<file path="src/rtl/cdq_pkg.sv">
// Package: shared widths and the delay lookup tables of the carrier qualifier.
// Assumes delays are whole ticks and no entry is zero.
package cdq_pkg;

    localparam int MAX_DELAY = 450;
    localparam int CNT_W     = $clog2(MAX_DELAY + 1);

    typedef logic [CNT_W-1:0] delay_t;

    // Qualification delay, data mode.
    function automatic delay_t fsk_on_delay(input logic [1:0] code);
        case (code)
            2'd0:    fsk_on_delay = delay_t'(450);
            2'd1:    fsk_on_delay = delay_t'(15);
            2'd2:    fsk_on_delay = delay_t'(15);
            default: fsk_on_delay = delay_t'(75);
        endcase
    endfunction

    // Release delay, data mode.
    function automatic delay_t fsk_off_delay(input logic [1:0] code);
        case (code)
            2'd0:    fsk_off_delay = delay_t'(30);
            2'd1:    fsk_off_delay = delay_t'(30);
            2'd2:    fsk_off_delay = delay_t'(15);
            default: fsk_off_delay = delay_t'(10);
        endcase
    endfunction

    // Qualification delay, tone mode; code 3 falls back to code 0.
    function automatic delay_t dtmf_on_delay(input logic [1:0] code);
        case (code)
            2'd1:    dtmf_on_delay = delay_t'(35);
            2'd2:    dtmf_on_delay = delay_t'(45);
            default: dtmf_on_delay = delay_t'(30);
        endcase
    endfunction

    // Release delay, tone mode; code 3 falls back to code 0.
    function automatic delay_t dtmf_off_delay(input logic [1:0] code);
        case (code)
            2'd1:    dtmf_off_delay = delay_t'(35);
            default: dtmf_off_delay = delay_t'(25);
        endcase
    endfunction

endpackage

</file>
<file path="src/rtl/cdq_tick_gen.sv">
// Module: divides the master clock into a one-per-TICK_DIV-cycles tick.
// Assumes TICK_DIV >= 1; with TICK_DIV = 1 the tick is always high.
module cdq_tick_gen #(
    parameter int TICK_DIV = 3580
) (
    input  logic clk,
    input  logic rst_n,
    output logic tick
);

    generate
        if (TICK_DIV > 1) begin : g_div
            localparam int DW = $clog2(TICK_DIV);
            localparam logic [DW-1:0] LAST = DW'(TICK_DIV - 1);

            logic [DW-1:0] div_q;

            // Purpose: free-running divider that wraps at LAST.
            always_ff @(posedge clk) begin
                if (!rst_n)            div_q <= '0;
                else if (div_q == LAST) div_q <= '0;
                else                    div_q <= div_q + 1'b1;
            end

            assign tick = (div_q == LAST);

            // two ticks are never adjacent when the divider exceeds one.
            a_r12_tick_spacing: assert property (
                @(posedge clk) disable iff (!rst_n) tick |=> !tick
            );
        end else begin : g_pass
            assign tick = 1'b1;
        end
    endgenerate

endmodule

</file>
<file path="src/rtl/cdq_delay_sel.sv">
// Module: picks the qualification and release delays for the current mode
// and timing codes. Purely combinational; codes may change at any time.
module cdq_delay_sel
    import cdq_pkg::*;
(
    input  logic       mode_dtmf,
    input  logic [1:0] fsk_tsel,
    input  logic [1:0] dtmf_tsel,
    output delay_t     on_delay,
    output delay_t     off_delay
);

    // Purpose: table lookup steered by the mode select.
    always_comb begin
        if (mode_dtmf) begin
            on_delay  = dtmf_on_delay(dtmf_tsel);
            off_delay = dtmf_off_delay(dtmf_tsel);
        end else begin
            on_delay  = fsk_on_delay(fsk_tsel);
            off_delay = fsk_off_delay(fsk_tsel);
        end
    end

endmodule

</file>
<file path="src/rtl/cdq_debounce.sv">
// Module: asymmetric debouncer. The state flips only after the raw flag has
// disagreed with it on a run of consecutive ticks equal to the delay for the
// direction of the change. Any cycle of agreement clears the run.
// Assumes delays are nonzero and ticks are single-cycle pulses.
module cdq_debounce
    import cdq_pkg::*;
(
    input  logic   clk,
    input  logic   rst_n,
    input  logic   tick,
    input  logic   det_raw,
    input  delay_t on_delay,
    input  delay_t off_delay,
    output logic   active
);

    delay_t           run_q;
    delay_t           target;
    logic             differ;
    logic [CNT_W:0]   run_next;
    logic             expire;

    assign target   = active ? off_delay : on_delay;
    assign differ   = (det_raw != active);
    assign run_next = {1'b0, run_q} + 1'b1;
    assign expire   = tick && differ && (run_next >= {1'b0, target});

    // Purpose: count ticks of disagreement and flip the state on expiry.
    always_ff @(posedge clk) begin
        if (!rst_n) begin
            active <= 1'b0;
            run_q  <= '0;
        end else if (!differ) begin
            run_q  <= '0;
        end else if (expire) begin
            active <= ~active;
            run_q  <= '0;
        end else if (tick) begin
            run_q  <= run_next[CNT_W-1:0];
        end
    end

    // the state only ever moves on a tick edge.
    a_r2_flip_on_tick: assert property (
        @(posedge clk) disable iff (!rst_n) !tick |=> $stable(active)
    );

    // one cycle of agreement leaves the run empty.
    a_r7_agree_clears: assert property (
        @(posedge clk) disable iff (!rst_n) !differ |=> (run_q == '0)
    );

    // an unexpired run never changes the state.
    a_r3_no_early_flip: assert property (
        @(posedge clk) disable iff (!rst_n)
        (differ && (run_next < {1'b0, target})) |=> $stable(active)
    );

    // the run never passes the largest delay.
    a_r2_run_bounded: assert property (
        @(posedge clk) disable iff (!rst_n) run_q < delay_t'(MAX_DELAY)
    );

endmodule

</file>
<file path="src/rtl/carrier_qualifier.sv">
// Module: top of the carrier detect timing qualifier. Combines the tick
// divider, delay selection and debouncer, and gates the received data and
// tone code on the qualified state.
// Assumes all inputs are synchronous to clk.
module carrier_qualifier
    import cdq_pkg::*;
#(
    parameter int TICK_DIV = 3580
) (
    input  logic       clk,
    input  logic       rst_n,
    input  logic       det_raw,
    input  logic       mode_dtmf,
    input  logic [1:0] fsk_tsel,
    input  logic [1:0] dtmf_tsel,
    input  logic       sleep,
    input  logic       rxd_raw,
    input  logic [3:0] code_raw,
    output logic       cd_n,
    output logic       rxd_q,
    output logic [3:0] code_q,
    output logic       code_drive
);

    logic   tick;
    logic   active;
    delay_t on_delay;
    delay_t off_delay;

    cdq_tick_gen #(.TICK_DIV(TICK_DIV)) u_tick (
        .clk   (clk),
        .rst_n (rst_n),
        .tick  (tick)
    );

    cdq_delay_sel u_sel (
        .mode_dtmf (mode_dtmf),
        .fsk_tsel  (fsk_tsel),
        .dtmf_tsel (dtmf_tsel),
        .on_delay  (on_delay),
        .off_delay (off_delay)
    );

    cdq_debounce u_deb (
        .clk       (clk),
        .rst_n     (rst_n),
        .tick      (tick),
        .det_raw   (det_raw),
        .on_delay  (on_delay),
        .off_delay (off_delay),
        .active    (active)
    );

    // Purpose: output gating on the qualified state and power-down.
    always_comb begin
        cd_n       = ~active;
        rxd_q      = active ? rxd_raw : 1'b1;
        code_drive = active && !sleep;
        code_q     = code_drive ? code_raw : 4'h0;
    end

    // the cycle after a reset shows no carrier.
    a_r1_reset_idle: assert property (
        @(posedge clk) !rst_n |=> cd_n
    );

    // no carrier means mark on the data output.
    a_r9_mark_hold: assert property (
        @(posedge clk) disable iff (!rst_n) cd_n |-> rxd_q
    );

    // the code pins are driven only with a carrier and no sleep.
    a_r10_drive_needs_cd: assert property (
        @(posedge clk) disable iff (!rst_n) code_drive |-> (!cd_n && !sleep)
    );

endmodule

</file>
<file path="config.mk">
export PLATFORM = sky130hd
export DESIGN_NAME = carrier_qualifier
export DESIGN_NICKNAME = d
export VERILOG_FILES = /design/src/rtl/cdq_pkg.sv /design/src/rtl/cdq_tick_gen.sv /design/src/rtl/cdq_delay_sel.sv /design/src/rtl/cdq_debounce.sv /design/src/rtl/carrier_qualifier.sv
export SDC_FILE = /design/constraint.sdc
export NUM_CORES = 1
export LEC_CHECK = 0
export CELL_PAD_IN_SITES_DETAIL_PLACEMENT = 0
export CELL_PAD_IN_SITES_GLOBAL_PLACEMENT = 2
export CORE_ASPECT_RATIO = 0.8
export CORE_UTILIZATION = 34
export DETAILED_ROUTE_END_ITERATION = 12
export DONT_BUFFER_PORTS = 1
export PLACE_DENSITY_LB_ADDON = 0.1
export SLEW_MARGIN = 25
export SYNTH_ARGS = -nofsm -noshare
export SYNTH_HDL_FRONTEND = slang
export SYNTH_SLANG_ARGS = --single-unit
</file>
<file path="constraint.sdc">
create_clock -name clk -period 2.3 [get_ports clk]
set_clock_uncertainty 0.1 [all_clocks]
set_input_delay 0.345 -clock clk [delete_from_list [all_inputs] [get_ports clk]]
set_output_delay 0.345 -clock clk [all_outputs]
set_load 0.1 [all_outputs]
</file>
After elaboration in Yosys (flattened, before gate mapping)

Index checks and enable logic that the tools add are counted.

Bits of input ports: 14
Output and inout port bits: 7
Word-level logic and storage cells: 34
Register bits: 22

Bitwise operators: 3
$add $sub $neg: 2
Equal/unequal tests: 6
Magnitude comparators: 1
Reductions and logical operators: 10
Muxes and demuxes: 9

Operators by type and width:

| operator                                                              | count |
|---|---|
| 9-bit two-way mux                                                     | 3 |
| 9-bit one-hot mux with 2 select lines                                 | 1 |
| 12-bit by 1-bit adder with 12-bit output, second input constant       | 1 |
| 12-bit equality test, second input constant                           | 1 |
| 6-bit one-hot mux with 2 select lines                                 | 1 |
| 9-bit by 1-bit adder with 10-bit output, second input constant        | 1 |
| 10-bit by 9-bit greater-or-equal comparator with 1-bit output         | 1 |
| 5-bit one-hot mux with 2 select lines                                 | 1 |
| 6-bit two-way mux                                                     | 1 |
| 2-bit OR reduction                                                    | 3 |
| 2-bit by 1-bit equality test with 1-bit output, second input constant | 2 |
| 2-bit equality test, second input constant                            | 2 |
| 4-bit two-way mux                                                     | 1 |
| 1-bit logical AND                                                     | 3 |
| 1-bit inverter                                                        | 3 |
| 3-bit OR reduction                                                    | 1 |
| 2-bit logical NOT                                                     | 1 |
| 2-bit AND reduction                                                   | 1 |
| 1-bit logical NOT                                                     | 1 |
| 1-bit two-way mux                                                     | 1 |
| 1-bit != test                                                         | 1 |

Depth between registers and ports, before layout

Gate-level depths: netlist (run 1).

Word-level depth: 8
Gate-level depth with buffers: 11
Gate-level depth less buffers: 11

Modules after synthesis

Synthesis (run 1) repeated with hierarchy kept, for this count alone.

Cells, all modules: 196
Area total of the unflattened synthesis: 1732.9 sq um

By module, submodules not included:

| module            | instances | seq. area each (sq um) | cells each | area each (sq um) |
|---|---|---|---|---|
| cdq_debounce      | 1         | 200.2                  | 97         | 874.6 |
| cdq_tick_gen      | 1         | 240.2                  | 60         | 566.8 |
| cdq_delay_sel     | 1         | 0.0                    | 32         | 240.2 |
| carrier_qualifier | 1         | 0.0                    | 7          | 51.3 |

Worst setup path after synthesis (run 1)

OpenSTA, ideal clock, no wires.

Kind: register -> output
Start: register u_deb.active
End: output port code_q[0]
Setup slack: -1354 ps
Buffers on the path: 0
Arrival time: 3209 ps
Stages on the path, launching flop included: 4
Data required time: 1855 ps
Path through: dfxtp_1 inv_1 nor2_1 and2_1

Word-level cells in the longest chain between the ends: 2

Ends and longest elaborated chain:

| item                   | RTL line                | text |
|---|---|---|
| start, declared        | cdq_debounce.sv:14      | `output logic active` |
| start signal, assigned | cdq_debounce.sv:36      | `active <= ~active;` |
| 1-bit logical AND      | carrier_qualifier.sv:58 | `code_drive = active && !sleep;` |
| named net code_drive   | carrier_qualifier.sv:22 | `output logic code_drive` |
| 4-bit two-way mux      | carrier_qualifier.sv:59 | `code_q = code_drive ? code_raw : 4'h0;` |
| end, declared          | carrier_qualifier.sv:21 | `output logic [3:0] code_q,` |

The timed path passes the listed nets, and every way through them passes these cells.

Final worst setup path (run 1)

Start: register u_deb.run_q[0]
End: register u_deb.active

Word-level cells in the longest chain between the ends: 4

Ends and longest elaborated chain:

| item                                                          | RTL line           | text |
|---|---|---|
| start, declared                                               | cdq_debounce.sv:17 | `delay_t run_q;` |
| start signal, assigned                                        | cdq_debounce.sv:39 | `run_q <= run_next[CNT_W-1:0];` |
| 9-bit by 1-bit adder with 10-bit output                       | cdq_debounce.sv:25 | `assign run_next = {1'b0, run_q} + 1'b1;` |
| named net u_deb.run_next[8]                                   | cdq_debounce.sv:20 | `logic [CNT_W:0] run_next;` |
| 10-bit by 9-bit greater-or-equal comparator with 1-bit output | cdq_debounce.sv:26 | `assign expire = tick && differ && (run_next >= {1'b0, target});` |
| 1-bit logical AND                                             | cdq_debounce.sv:26 |  |
| 2-bit AND reduction (no source line)                          | -                  |  |

The timed path passes the listed nets, and every way through them passes these cells.
A chain may end at the register's enable or synchronous reset.

==> impl_metrics.py, run 1 <==
metrics = {
    "detailed_routing": {
        "ant_nets": 0,
        "vias_per_cell": 4.800,
        "avgRoutedWirePerCell_um": 11.91,
        "detail_route.iter0.violations": 44,
        "drt_pre_antenna_iters": 4,
        "route.vias.total": 1272,
        "routed_wirelength_um": 3155,
        "drc_errors": 0,
    },
    "final_layout": {
        "fillCellCount": 433,
        "drive_gt1_share_pct": 25.96,
        "diodes": 0,
        "finalNetCount": 242,
        "finalCoreUtilization_pct": 45.30,
        "combined_area_of_the_multi_input_logic_cells_sq_mm": 0.001145,
        "layout.area.seq_sq_um": 445.4,
        "synthToLayoutAreaGrowth_pct": 24.98,
    },
    "die": {
        "io-pin-count": 21,
        "floorplan.die.width_um": 77.31,
        "floorplan.core_area_sq_mm": 0.004257,
        "start_util_pct": 36.24,
        "design.die.area_sq_mm": 0.004813,
        "rows": 21,
        "dieHeight_um": 62.25,
    },
    "grt": {
        "grt_usage_pct": 14.13,
        "overflow_left_after_global_routing": 0,
        "grt_start_max_net_pins": 13,
        "grt_pass1_wl_um": 5409,
        "antenna_found_initial": 0,
        "first_global_vias": 1165,
    },
    "hold_path": {
        "whs_path_depth": 2,
        "hold_end": "u_deb.active$_SDFFE_PN0P_",
        "hold_class": "in -> reg",
        "hold_sp": "rst_n",
    },
    "clock_tree": {
        "cts_inserted_buffers": 3,
        "path_clk_slew_ps": 70,
        "cts.sink_count": 22,
        "cts.root.buffer_cell": "sky130_fd_sc_hd__clkbuf_8",
        "tritoncts": "built",
        "clk_latency_ps": 260,
        "max-clock-path-buffers": 2,
        "ctsHtreeMaxLevel": 1,
        "number_of_hold_buffers_added_after_cts": 0,
    },
    "setup_path": {
        "worstReg2RegEnd": "u_deb.active$_SDFFE_PN0P_",
        "timing.rr.start": "u_deb.run_q[0]$_SDFFE_PP0P_",
        "r2r.worst_path.cells": 12,
        "r2r_setup_slack_ps": 10,
        "worst_endpoint_data_arrival_time_ps": 2380,
        "cp-start-kind": "register",
        "critical_path.max_fanout": 6,
        "critPathKind": "reg -> reg",
        "worst-endpoint-required_ps": 2390,
        "worstSetupEndpointType": "register",
    },
    "power": {
        "share_comb_of_total_power_pct": 8.8,
        "power.switching_fraction_pct": 21.63,
        "leakage_power_nw": 0.8091,
        "power.share.clock_pct": 37.4,
        "vdd_drop_max_mv": 0.3581,
        "total_power_w": 0.0007217,
        "power.switching_w": 0.0001561,
        "pwr-share-seq_pct": 53.8,
        "power.internal_w": 0.0005656,
        "cellPowerDensity_mw_per_mm2": 374.3,
    },
    "logic_synthesis": {
        "synth_fp_nets": 219,
        "seq_area_frac_synth_pct": 28.55,
        "async_reset_ff_share_pct": 0,
        "synth.largest_area_cell": "sky130_fd_sc_hd__dfxtp_1",
        "postSynthAreaPerCell_sq_um": 8.294,
        "synth_top_family_by_area": "simple AND/OR/NAND/NOR gates",
        "synth_area_leaders": "sky130_fd_sc_hd__dfxtp_1 29%, sky130_fd_sc_hd__ha_1 15%, sky130_fd_sc_hd__xor2_1 7.9%",
        "yosys.area.top_type_share_pct": 28.55,
        "synth_fa_ha_area_share_pct": 15.41,
        "synthTopCellsByCount": "24 x sky130_fd_sc_hd__nor2_1, 22 x sky130_fd_sc_hd__dfxtp_1, 21 x sky130_fd_sc_hd__nand2_1, 19 x sky130_fd_sc_hd__ha_1, 14 x sky130_fd_sc_hd__xor2_1",
        "synth_warnings": 0,
        "post_synthesis_compound_gate_area_fraction_pct": 7.786,
        "fraction_of_synthesized_area_in_multiplexers_pct": 1.946,
        "synth_enable_flop_cells": 0,
        "synth_simple_gate_area_share_pct": 28.22,
        "postSynthRegisterBits": 22,
        "most_frequently_used_cell_type_in_the_post_synthesis_netlist": "sky130_fd_sc_hd__nor2_1",
        "synth_xor_area_share_pct": 14.76,
        "synthesis.instances": 186,
        "most_used_dff_post_synth": "sky130_fd_sc_hd__dfxtp_1",
        "syn-cell-area_sq_mm": 0.001543,
        "synth_cell_types": 31,
    },
    "timing": {
        "slew_at_the_pin_with_the_worst_max_slew_slack_ps": 411.5,
        "period_share_pct": 99.57,
        "timing_max_transition_violations_final": 0,
        "fmax_mhz": 436.7,
        "timing.max_slew.rel_slack_pct": 72.50,
        "timing_hold_violations_final": 0,
        "final_setup_violation_count": 0,
        "finalWorstPathRequiredPeriod_ps": 2290,
        "unrepaired_setup_endpoints_after_global_routing": "yes",
    },
    "place": {
        "buffer_ports.inserted": 0,
        "gpl.final_weighted_congestion": 0.7411,
        "dp_hpwl_um": 2606,
    },
    "job": {
        "timing.max_cap.violations": 0,
    },
    "outcome": {
        "run_status": "completed",
    },
}
## worst max-delay path by stage
stage                                 from                     endpoint
6_report       u_deb.run_q[0]$_SDFFE_PP0P_    u_deb.active$_SDFFE_PN0P_
3_3_place_gp   u_deb.run_q[1]$_SDFFE_PP0P_    u_deb.active$_SDFFE_PN0P_
4_1_cts        u_deb.run_q[1]$_SDFFE_PP0P_  u_deb.run_q[8]$_SDFFE_PP0P_
2_1_floorplan    u_deb.active$_SDFFE_PN0P_                    code_q[0]
3_5_place_dp   u_deb.run_q[1]$_SDFFE_PP0P_    u_deb.active$_SDFFE_PN0P_
5_1_grt        u_deb.run_q[0]$_SDFFE_PP0P_    u_deb.active$_SDFFE_PN0P_
## power by group through the flow
| stage | combinational, W | clock (W) | sequential (W) |
|---|---|---|---|
| CTS | 0.0000634 | 0.000284 | 0.000388 |
| global route | 0.0000736 | 0.000303 | 0.000389 |
| finish | 0.0000637 | 0.000270 | 0.000388 |
| detailed placement | 0.0000614 | 0 | 0.000397 |
| floorplan | 0.0000451 | 0 | 0.000396 |
| global placement | 0.0000618 | 0 | 0.000397 |
## repair_timing
item	CTS	global route
setup buffers	2	0
setup endpoints to repair	10	10
hold endpoints to repair	0	0
resized for setup	8	9
pin swaps	6	11
## routing by layer
metal / global-route usage, % / vias up / part of all wire (%)
li1: - / 666 / -
met4: 0.7075 / 0 / 0.38
met5: 0 / - / 0
met1: 22.40 / 574 / 56
met2: 19.36 / 30 / 39
met3: 3.824 / 2 / 4.6
## state kept, by name (all words and copies together) (netlist names)
signal,count
u_tick.g_div.div_q,12
u_deb.run_q,9
u_deb.active,1
## layout make-up
cell class / count / area share (%)
flip-flops and latches: 22 / 23.10
well taps: 57 / 3.699
clock buffers: 4 / 2.855
inverters: 9 / 1.752
repair buffers: 22 / 9.215
multi-input cells: 151 / 59.38
## cell families after synthesis
| kind of cell | count (synthesis) |
|---|---|
| buffers and inverters | 13 |
| and+or+nand+nor | 84 |
| AOI/OAI and AO/OA | 19 |
| DFF | 22 |
| adders and majority gates | 19 |
| muxes | 3 |
| xor gates and xnor gates | 26 |
## metrics by stage
step | setup slack [ps] | hold slack, ps | cell area (sq um) | instances | TNS, ps
CTS | -31.28 | 118.6 | 1887 | 265 | -154.6
global placement | -172.3 | 329.6 | 1768 | 259 | -1210
global route | -145.7 | 121.9 | 1928 | 265 | -1297
floorplan | -95.84 | 317.5 | 1564 | 186 | -680.1
finish | 9.836 | 131.7 | 1928 | 265 | 0
detailed placement | -185.2 | 343.0 | 1768 | 259 | -1236
## cell usage in the layout (no fill, tap or decap), drive strengths merged
cell type	instances
nor2	24
buf	22
dfxtp	22
nand2	21
ha	19
xor2	14
xnor2	12
nor3	11
o21ai	10
inv	9
nand3	9
and2	7
a21oi	5
clkbuf	4
nand2b	3
mux2i	3
nand4	3
and3	2
or2	1
a21boi	1
and4bb	1
a31oi	1
nor2b	1
a211oi	1
o22ai	1
and4	1
## worst max-delay path, stage by stage (launching register included)
cell,delay [ps]
sky130_fd_sc_hd__dfxtp_2,360
sky130_fd_sc_hd__ha_4,150
sky130_fd_sc_hd__nand3_4,80
sky130_fd_sc_hd__or2_4,280
sky130_fd_sc_hd__nor2_4,80
sky130_fd_sc_hd__xor2_1,70
sky130_fd_sc_hd__ha_1,320
sky130_fd_sc_hd__nand4_1,100
sky130_fd_sc_hd__nor2_1,140
sky130_fd_sc_hd__a21oi_2,80
sky130_fd_sc_hd__a21oi_4,160
sky130_fd_sc_hd__buf_12,130
sky130_fd_sc_hd__mux2i_1,170
Note: power is estimated with default switching activity, not from simulation.
==> run 2, diff against run 1 <==
Settings changed: SKIP_LAST_GASP from default to 1.
==> results of run 2 <==
No change in the layout: final DEF, timing and power equal those of run 1.
